<file path="src/rtl/crc_fold_pkg.sv">
package crc_fold_pkg;

  localparam int SEED_ZERO = 0;
  localparam int SEED_ONES = 1;
  localparam int SEED_PORT = 2;

  localparam int MASK_NONE = 0;
  localparam int MASK_ALL  = 1;
  localparam int MASK_ODD  = 2;
  localparam int MASK_EVEN = 3;

  // Reverse the low w bits of v; upper bits are cleared.
  function automatic logic [63:0] rev_low(input logic [63:0] v, input int w);
    logic [63:0] r;
    r = '0;
    for (int i = 0; i < 64; i++) begin
      if (i < w) r[i] = v[w-1-i];
    end
    return r;
  endfunction

  // Constant output mask for the chosen mode, limited to w bits.
  function automatic logic [63:0] out_mask(input int mode, input int w);
    logic [63:0] m;
    m = '0;
    for (int i = 0; i < 64; i++) begin
      if (i < w) begin
        case (mode)
          MASK_ALL:  m[i] = 1'b1;
          MASK_ODD:  m[i] = ((i % 2) == 1);
          MASK_EVEN: m[i] = ((i % 2) == 0);
          default:   m[i] = 1'b0;
        endcase
      end
    end
    return m;
  endfunction

endpackage

</file>
<file path="src/rtl/crc_bit_step.sv">
// One serial CRC step: folds a single input bit into the remainder.
module crc_bit_step #(
  parameter int              W         = 32,
  parameter bit              LSB_FIRST = 1'b1,
  parameter logic [W-1:0]    TAPS      = '0
) (
  input  logic [W-1:0] cur,
  input  logic         bit_i,
  output logic [W-1:0] nxt
);

  logic fb;

  generate
    if (LSB_FIRST) begin : g_refl
      assign fb  = cur[0] ^ bit_i;
      assign nxt = (cur >> 1) ^ (fb ? TAPS : '0);
    end else begin : g_norm
      assign fb  = cur[W-1] ^ bit_i;
      assign nxt = (cur << 1) ^ (fb ? TAPS : '0);
    end
  endgenerate

endmodule

</file>
<file path="src/rtl/crc_word_order.sv">
// Reorders a data word into the serial order in which bits enter the CRC:
// seq[0] is folded first.
module crc_word_order #(
  parameter int DATA_W         = 8,
  parameter bit LSB_FIRST      = 1'b1,
  parameter bit LOW_BYTE_FIRST = 1'b1
) (
  input  logic [DATA_W-1:0] data,
  output logic [DATA_W-1:0] seq
);

  localparam int NB = DATA_W / 8;

  generate
    for (genvar k = 0; k < NB; k++) begin : g_byte
      localparam int SRC_BYTE = LOW_BYTE_FIRST ? k : (NB - 1 - k);
      for (genvar j = 0; j < 8; j++) begin : g_bit
        localparam int SRC_BIT = LSB_FIRST ? j : (7 - j);
        assign seq[k*8 + j] = data[SRC_BYTE*8 + SRC_BIT];
      end
    end
  endgenerate

endmodule

</file>
<file path="src/rtl/crc_word_fold.sv">
// Unrolled chain of DATA_W single-bit steps.
module crc_word_fold
  import crc_fold_pkg::*;
#(
  parameter int          W         = 32,
  parameter logic [63:0] POLY      = 64'h04C11DB7,
  parameter int          DATA_W    = 8,
  parameter bit          LSB_FIRST = 1'b1
) (
  input  logic [W-1:0]      cur,
  input  logic [DATA_W-1:0] seq,
  output logic [W-1:0]      nxt
);

  localparam logic [63:0] TAPS64 = LSB_FIRST ? rev_low(POLY, W) : POLY;
  localparam logic [W-1:0] TAPS  = TAPS64[W-1:0];

  logic [W-1:0] stage [DATA_W+1];

  assign stage[0] = cur;

  generate
    for (genvar i = 0; i < DATA_W; i++) begin : g_step
      crc_bit_step #(
        .W(W), .LSB_FIRST(LSB_FIRST), .TAPS(TAPS)
      ) u_step (
        .cur(stage[i]), .bit_i(seq[i]), .nxt(stage[i+1])
      );
    end
  endgenerate

  assign nxt = stage[DATA_W];

endmodule

</file>
<file path="src/rtl/crc_fold_engine.sv">
module crc_fold_engine
  import crc_fold_pkg::*;
#(
  parameter int          POLY_W         = 32,
  parameter logic [63:0] POLY           = 64'h04C11DB7,
  parameter int          DATA_W         = 8,
  parameter int          SEED_MODE      = 2,
  parameter bit          LSB_FIRST      = 1'b1,
  parameter bit          LOW_BYTE_FIRST = 1'b1,
  parameter int          XOR_MODE       = 1,
  parameter bit          HAS_SHIFT      = 1'b1
) (
  input  logic              clk,
  input  logic              rst,
  input  logic              start_i,
  input  logic              valid_i,
  input  logic [DATA_W-1:0] data_i,
  input  logic [POLY_W-1:0] seed_i,
  input  logic              run_i,
  output logic [POLY_W-1:0] crc_o,
  output logic              ser_o
);

  localparam logic [63:0]       MASK64 = out_mask(XOR_MODE, POLY_W);
  localparam logic [POLY_W-1:0] MASK   = MASK64[POLY_W-1:0];

  logic [POLY_W-1:0] crc_q;
  logic [POLY_W-1:0] seed_v;
  logic [POLY_W-1:0] folded;
  logic [DATA_W-1:0] seq;
  logic              shift_sel;

  generate
    if (SEED_MODE == SEED_PORT) begin : g_seed_port
      assign seed_v = seed_i;
    end else if (SEED_MODE == SEED_ONES) begin : g_seed_ones
      assign seed_v = '1;
    end else begin : g_seed_zero
      assign seed_v = '0;
    end

    if (HAS_SHIFT) begin : g_shift
      assign shift_sel = ~run_i;
    end else begin : g_noshift
      assign shift_sel = 1'b0;
    end
  endgenerate

  crc_word_order #(
    .DATA_W(DATA_W), .LSB_FIRST(LSB_FIRST), .LOW_BYTE_FIRST(LOW_BYTE_FIRST)
  ) u_order (
    .data(data_i), .seq(seq)
  );

  crc_word_fold #(
    .W(POLY_W), .POLY(POLY), .DATA_W(DATA_W), .LSB_FIRST(LSB_FIRST)
  ) u_fold (
    .cur(crc_q), .seq(seq), .nxt(folded)
  );

  always_ff @(posedge clk) begin
    if (rst || start_i) begin
      crc_q <= seed_v;
    end else if (shift_sel) begin
      crc_q <= crc_q >> 1;
    end else if (valid_i) begin
      crc_q <= folded;
    end
  end

  assign crc_o = crc_q ^ MASK;
  assign ser_o = crc_q[0];

endmodule

</file>
<file path="config.mk">
export PLATFORM = sky130hd
export DESIGN_NAME = crc_fold_engine
export DESIGN_NICKNAME = d
export VERILOG_FILES = /design/src/rtl/crc_fold_pkg.sv /design/src/rtl/crc_bit_step.sv /design/src/rtl/crc_word_order.sv /design/src/rtl/crc_word_fold.sv /design/src/rtl/crc_fold_engine.sv
export SDC_FILE = /design/constraint.sdc
export NUM_CORES = 1
export LEC_CHECK = 0
export BUFFER_PORTS_ARGS = -buffer_cell sky130_fd_sc_hd__buf_2
export CORE_MARGIN = 4
export CORE_UTILIZATION = 45
export CTS_BUF_LIST = sky130_fd_sc_hd__clkbuf_4
export DETAILED_ROUTE_END_ITERATION = 8
export PLACE_DENSITY = 0.68
export SLEW_MARGIN = 15
export SYNTH_ARGS = -nofsm -noshare
export SYNTH_HDL_FRONTEND = slang
export SYNTH_HIERARCHICAL = 1
export SYNTH_SLANG_ARGS = --single-unit
</file>
<file path="constraint.sdc">
create_clock -name clk -period 3.9 [get_ports clk]
set_clock_uncertainty 0.15 [all_clocks]
set_input_delay 0.39 -clock clk [delete_from_list [all_inputs] [get_ports clk]]
set_output_delay 0.39 -clock clk [all_outputs]
set_load 0.01 [all_outputs]
</file>
Word level (Yosys, flattened, before mapping) --
Cells that the tools add are included.
Storage, ports and cells: bits of input ports 45, RAM bits 0, latch bits 0, memories kept 0, output and inout port bits 33, bits in read-only memories 0, logic and storage cells 31, flip-flop bits (word level) 32
Cells by class: reduce and logical (&&, ||, !) cells 1, equality and inequality tests 1, shifts and indexed selects 0, bitwise gates (word level) 17, divide/modulo/power cells 0, $lt $le $gt $ge 0, mux-type cells 11, $add $sub $neg 0, multiply operators 0
Operators by type and width (count):
- $mux W32 | 11
- $xor A31 B32 Y32 | 8
- $not A32 Y32 | 1
- $xor A1 B1 Y1 | 8
- $ne A3 B2 Y1 const B | 1
- $logic_or A1 B1 Y1 | 1

Depth between registers and ports, before layout --
Gate-level depths: netlist of the first run.
depth after elaboration 27, mapped depth 14, mapped depth without buffers 8

Cells and area by module --
The synthesis of the first run kept the hierarchy.
Modules (own cells, without submodules):
- crc_bit_step | area each 509.2 sq um, times used 8, cells an instance 36
- crc_fold_engine | area each 1800.5 sq um, times used 1, cells an instance 175
- crc_word_order | area each 60.1 sq um, times used 1, cells an instance 8

Worst setup path before layout of the first run --
OpenSTA, ideal clock, no wires.
kind register to register, from register crc_q[0], to register crc_q[8] (data pin), cell stages (with the launch flop) 14, period minus slack after synthesis 3.137 ns, data arrival time 2.724 ns, buffers on the path 8, setup slack 0.763 ns, cell sequence edfxtp_1 -> buf_6 -> xor3_4 -> buf_4 -> buf_4 -> buf_4 -> buf_4 -> buf_4 -> buf_6 -> buf_6 -> xor3_1 -> xor3_4 -> mux2i_1 -> o21ai_0
RTL lines:
- from (decl) | line crc_fold_engine.sv:27 | logic [POLY_W-1:0] crc_q;
- from (signal assigned) | line crc_fold_engine.sv:63 | crc_q <= seed_v;
- from (signal assigned) | line crc_fold_engine.sv:65 | crc_q <= crc_q >> 1;
- from (signal assigned) | line crc_fold_engine.sv:67 | crc_q <= folded;

==> flow_summary.ini, run 1 <==
[grt]
grt_pass1_wl_um = 15900
grt_max_degree = 34
grt_usage_pct = 14.4
grt_pass1_vias = 2747
overflow = 0
antenna_found_initial = 1

[clocking]
postCtsSetupRepairBufs = 0
ctsHoldBuffers = 0
cts_htree_levels = 2
ctsResizeCount = 0
clock_latency_ns = 0.35
cts.root.buffer_cell = clkbuf_4
clkTransAtPathRegs_ns = 0.12
clock_sinks = 32
clk_path_buf_depth = 2
cts_buffers = 5
cts_tree = built

[floorplan]
die_y_um = 123
start_util_pct = 46.5
dieArea_sq_um = 15100
io_pins = 78
core_region_area_sq_um = 12800
row_count = 41
die_w_um = 123

[power_and_ir_drop]
pwr_density_cell_nw_per_um2 = 509
total_power_mw = 2.61
max-vdd-ir-drop_mv = 0.240
leakage_nw = 2.76

[finish]
final_area_sq_um = 5130
fin_nets = 410
area_delta_synth_final_pct = -13.5
postLayoutCoreUtil_pct = 40.2
reg_top3 = crc_q: 32 flops
largest-register = crc_q
final_common_cell = buf_2
final_cell_mix = 77 x buf_2, 72 x xor3_1, 59 x o21ai_0
drive_gt1_share_pct = 34.2
largest_register_ffs = 32

[sta]
finalCritPeriodShare_pct = 76.9
tns_ns = 0
worst_slew_pin_slew_ns = 1.05
drv_slew = 0
hold_viol = 0
period_minus_slack_ns = 3.00
grt_setup_unrepaired = no
final.setup.worst_slack_ns = 0.899
max_freq_mhz = 333
slew_headroom_pct = 30.2
setup_viol = 0

[route]
ant_nets = 0
vias = 2612
dr.pass1.iters = 4
via_per_inst = 4.85
drc = 0
wl_per_cell_um = 19.6
drtIter0Drc = 149
routed_wl_um = 10500

[yosys]
synth_fp_nets = 516
ys.warnings.count = 6
synthCells = 471
synth_area_per_cell_sq_um = 12.6
synth_cell_types = 15
yosysSeqAreaShare_pct = 16.2
syn_area_sq_um = 5930
synth_seq_cells = 32

[setup_path]
slowest_stage = edfxtp_1
crit_arrival_ns = 2.96
cpPeakStageDelay_ns = 0.63
cp.required_ns = 3.86
cpMostUsedCell = xor3_1
crit_path_max_fanout = 9
criticalPathCategory = reg2reg
cp_cell_sequence = buf_4, xor3_1, xor3_1, xor3_1, xor3_1, xor3_1, xor3_1, mux2i_1, o21ai_0
end_kind = flop
crit_path_start_kind = flop

[run]
cap_violations = 0

[placed_design]
port_buffers = 77
dpl.hpwl_um = 7280
globalplace.congestion = 0.858
placed_area_sq_um = 5050
dp_slack_ns = 0.846

[status]
status = complete, no violations

[worst_hold_path]
hp-class = in2reg
==> cell type report <==
type                       count  area, sq um
multi-input combinational    210         3310
sequential                    32          961
inverter                      32          120
fill                        1179         7640
tap                          172          215
clock inverter                 2         35.0
timing repair buffer          84          438
antenna                        1         2.50
clock buffer                   6         45.0
==> kinds of logic (layout without fill, tap and decap cells) <==
logic type,count (synthesis),after routing,synth area share [%]
AND/OR/NAND/NOR,3,3,0.358
multiplexers,31,31,5.23
flip-flops,32,32,16.2
AO/OA/AOI/OAI,64,64,5.40
XOR/XNOR,112,112,44.9
other,0,1,0
buffers and inverters,229,124,28.0
==> synthesized netlist by cell type <==
cell type  number  area [sq um]
buf_4         164          1230
xor3_1         72          1710
o21ai_0        59           295
edfxtp_1       32           961
inv_1          32           120
xor3_4         32           881
mux2i_1        31           310
buf_6          24           270
xor2_1          8          70.1
clkbuf_1        6          22.5
o21ai_1         5          25.0
clkbuf_2        3          15.0
nand2_1         1          3.75
or2_4           1          8.76
or3b_1          1          8.76
==> worst max-delay path: cells and delay by family (launching register included) <==
kind            cells  cell delay, ns
flops               1            0.63
mux                 1            0.13
xor+xnor            6            1.48
compound gates      1            0.08
buf+inv             1            0.29
==> metal layers <==
layer,up-vias,global-route usage [%],share of wire [%],wire length [um]
li1,1208,-,-,-
met2,66,24.6,51,5370
met3,15,1.71,3.5,370
met4,0,4.90,1.7,184
met1,1323,18.9,44,4620
met5,-,0,0,0
==> metrics by stage <==
step | instances | hold WS, ns
6_report | 539 | 0.181
5_1_grt | 539 | 0.186
4_1_cts | 538 | 0.176
3_5_place_dp | 530 | 0.516
3_3_place_gp | 530 | 0.519
2_1_floorplan | 471 | 0.449
==> power breakdown <==
group	leakage (nW)	internal [mW]	switching (mW)	total, mW
clock network	0.0457	0.141	0.135	0.276
registers	0.342	0.453	0.111	0.564
logic	2.37	1.21	0.566	1.77
==> path summary, 6_finish.rpt <==
| path | start | endpoint | slack [ns] | cells past startpoint |
|---|---|---|---|---|
| min reg2reg | crc_q[9] | crc_q[8] | 0.55 | 2 |
| min | seed_i[0] | crc_q[0] | 0.18 | 3 |
| max | crc_q[0] | crc_q[19] | 0.90 | 9 |
| max reg2reg | crc_q[0] | crc_q[19] | 0.90 | 9 |
(Power assumes the default switching activity.)
==> inputs of run 2 (changes only) <==
--- a/config.mk
+++ b/config.mk
@@ -5,6 +5,7 @@
 export SDC_FILE = /design/constraint.sdc
 export NUM_CORES = 1
 export LEC_CHECK = 0
+export ABC_AREA = 1
 export BUFFER_PORTS_ARGS = -buffer_cell sky130_fd_sc_hd__buf_2
 export CORE_MARGIN = 4
 export CORE_UTILIZATION = 45
==> constraint.sdc (replaced) <==
create_clock -name clk -period 3.1 [get_ports clk]
set_clock_uncertainty 0.15 [all_clocks]
set_input_delay 0.31 -clock clk [delete_from_list [all_inputs] [get_ports clk]]
set_output_delay 0.31 -clock clk [all_outputs]
set_load 0.01 [all_outputs]
==> run 2 against run 1 <==
First-iteration DRC count up 130%. Final area fell by 8.6%. Critical path depth up 13. Sequential share of layout area grew 1.8 points. Largest cell class unchanged. Highest routed layer unchanged.
==> flow_summary.ini, run 2 <==
[yosys]
yosysSeqAreaShare_pct = 16.9
netlist_top_cells_area = buf_4 22%, nand3_1 20%, edfxtp_1 17%
ys.warnings.count = 6
yosys.area.top_type = buf_4
synthCells = 935
synth_area_per_cell_sq_um = 6.09
syn_area_sq_um = 5690
synth.top_cells.by_count = 247 x nand2_1, 232 x nand3_1, 167 x inv_1
synth_edf_count = 32
synth_fp_nets = 980
synth_seq_cells = 32
async_flop_share_pct = 0
synth_cell_types = 13
synth-main-ff-cell = edfxtp_1
yosys.area.top_type_share_pct = 21.5
yosys.cell_count.top_type = nand2_1

[grt]
grt_usage_pct = 18.2
grt_pass1_vias = 4200
overflow = 0
grt_max_degree = 33
grt_pass1_wl_um = 21400
antenna_found_initial = 0

[route]
wl_per_cell_um = 13.7
routed_wl_um = 13500
ant_nets = 0
vias = 4792
drtIter0Drc = 345
top_layer_used = met4
wl_met1_um = 5810
dr_wl_met2_um = 6310
via_per_inst = 4.86
drc = 0
met3_length_um = 972
dr.pass1.iters = 5

[clocking]
clkTransAtPathRegs_ns = 0.11
clock_sinks = 32
cts_htree_levels = 2
cts.root.buffer_cell = clkbuf_4
ctsHoldBuffers = 0
postCtsSetupRepairBufs = 0
cts_tree = built
clock_latency_ns = 0.36
cts_buffers = 5
clk_path_buf_depth = 2
ctsResizeCount = 0

[sta]
hold_viol = 0
grt_setup_unrepaired = no
max_freq_mhz = 365
worst_slew_pin_slew_ns = 0.603
period_minus_slack_ns = 2.74
tns_ns = 0
setup_viol = 0
slew_headroom_pct = 59.8
finalCritPeriodShare_pct = 88.5
drv_slew = 0

[power_and_ir_drop]
p_switching_mw = 0.953
pwr_density_cell_nw_per_um2 = 435
leakage_nw = 3.05
max-vdd-ir-drop_mv = 0.216
p_clk_share_pct = 15.9
sw_frac_of_total_pct = 46.7
p_int_mw = 1.09
total_power_mw = 2.04
power_frac_seq_pct = 28.8
combPwrFrac_pct = 55.3

[floorplan]
start_util_pct = 46.6
dieArea_sq_um = 14500
die_y_um = 120
row_count = 40
io_pins = 78
die_w_um = 120
core_region_area_sq_um = 12200

[setup_path]
crit_path_max_fanout = 13
end_kind = flop
crit_arrival_ns = 2.71
crit_path_start_kind = flop
r2r_start = crc_q[0]
cp_cell_sequence = nand2_1, nand3_1, nand2_1, inv_1, nand3_1, nand2_1, inv_1, nand3_1, nand2_1, inv_1, nand3_1, nand2_1, inv_1, nand3_1, nand2_1, inv_1, nand3_1, nand2_1, inv_1, nand2_1, nand3_1, nand2_1
cp.required_ns = 3.07
criticalPathCategory = reg2reg
cpPeakStageDelay_ns = 0.48
worstSetupStartpoint = crc_q[0]
cpMostUsedCell = nand2_1
slowest_stage = edfxtp_1
ff2ff_setup_slack_ns = 0.36
r2r-end = crc_q[20]
reg2reg_depth = 22

[finish]
largest_register_ffs = 32
drive_gt1_share_pct = 16.8
final_cell_mix = 247 x nand2_1, 232 x nand3_1, 167 x inv_1
area_delta_synth_final_pct = -17.6
num_antenna_cells = 0
final_common_cell = nand2_1
fin_nets = 863
reg_top3 = crc_q: 32 flops
largest-register = crc_q

[worst_hold_path]
hp-start = seed_i[3]
whs_path_depth = 3
hold_path_end = crc_q[3]
hp-class = in2reg

[run]
cap_violations = 0

[placed_design]
port_buffers = 77
globalplace.congestion = 0.921
dpl.hpwl_um = 10000

[status]
status = complete, no violations
[run 2: through the flow]
step	instances	setup slack, ns	instance area (sq um)	hold WS [ns]	utilization, %
after floorplan	935	0.552	5690	0.346	-
after global placement	979	0.472	4610	0.431	37.8
after detailed placement	979	0.420	4610	0.434	37.8
after CTS	987	0.391	4690	0.0501	38.4
after global routing	987	0.0252	4690	0.0571	38.4
final	987	0.358	4690	0.0671	38.4
[run 2: area by class of cell]
cell class,count,area [sq um]
Fill cell,1415,7520
Multi-Input combinational cell,513,2330
Sequential cell,32,961
Inverter,185,694
Timing Repair Buffer,81,415
Tap cell,168,210
Clock buffer,5,37.5
Clock inverter,3,37.5
[run 2: kinds of logic after synthesis]
kind of cell,synth area share (%)
buffers and inverters,42.1
flip-flops,16.9
AND/OR/NAND/NOR,41.0
[run 2: worst max-delay path by stage]
stage / end / slack (ns) / cells past startpoint
final: crc_q[20] / 0.36 / 22
after global routing: crc_q[23] / 0.03 / 22
after CTS: crc_q[19] / 0.39 / 22
after detailed placement: crc_q[20] / 0.42 / 22
after global placement: crc_q[19] / 0.47 / 22
after floorplan: crc_q[20] / 0.55 / 25
[run 2: power groups by stage]
stage / registers (mW) / clock network (mW) / logic (mW)
floorplan: 0.566 / 0 / 1.44
global placement: 0.594 / 0 / 1.10
detailed placement: 0.597 / 0 / 1.11
CTS: 0.587 / 0.336 / 1.12
global route: 0.593 / 0.350 / 1.29
finish: 0.586 / 0.325 / 1.13
[run 2: routing by layer]
layer	global-route usage [%]	vias up
met5	0	-
li1	-	2455
met3	3.27	22
met4	5.88	0
met2	29.6	165
met1	24.5	2150
[run 2: critical path: cells and delay by family, from the launching register on]
kind | cells | cell delay [ns]
DFF | 1 | 0.48
buffers and inverters | 6 | 0.29
and+or+nand+nor | 16 | 1.57
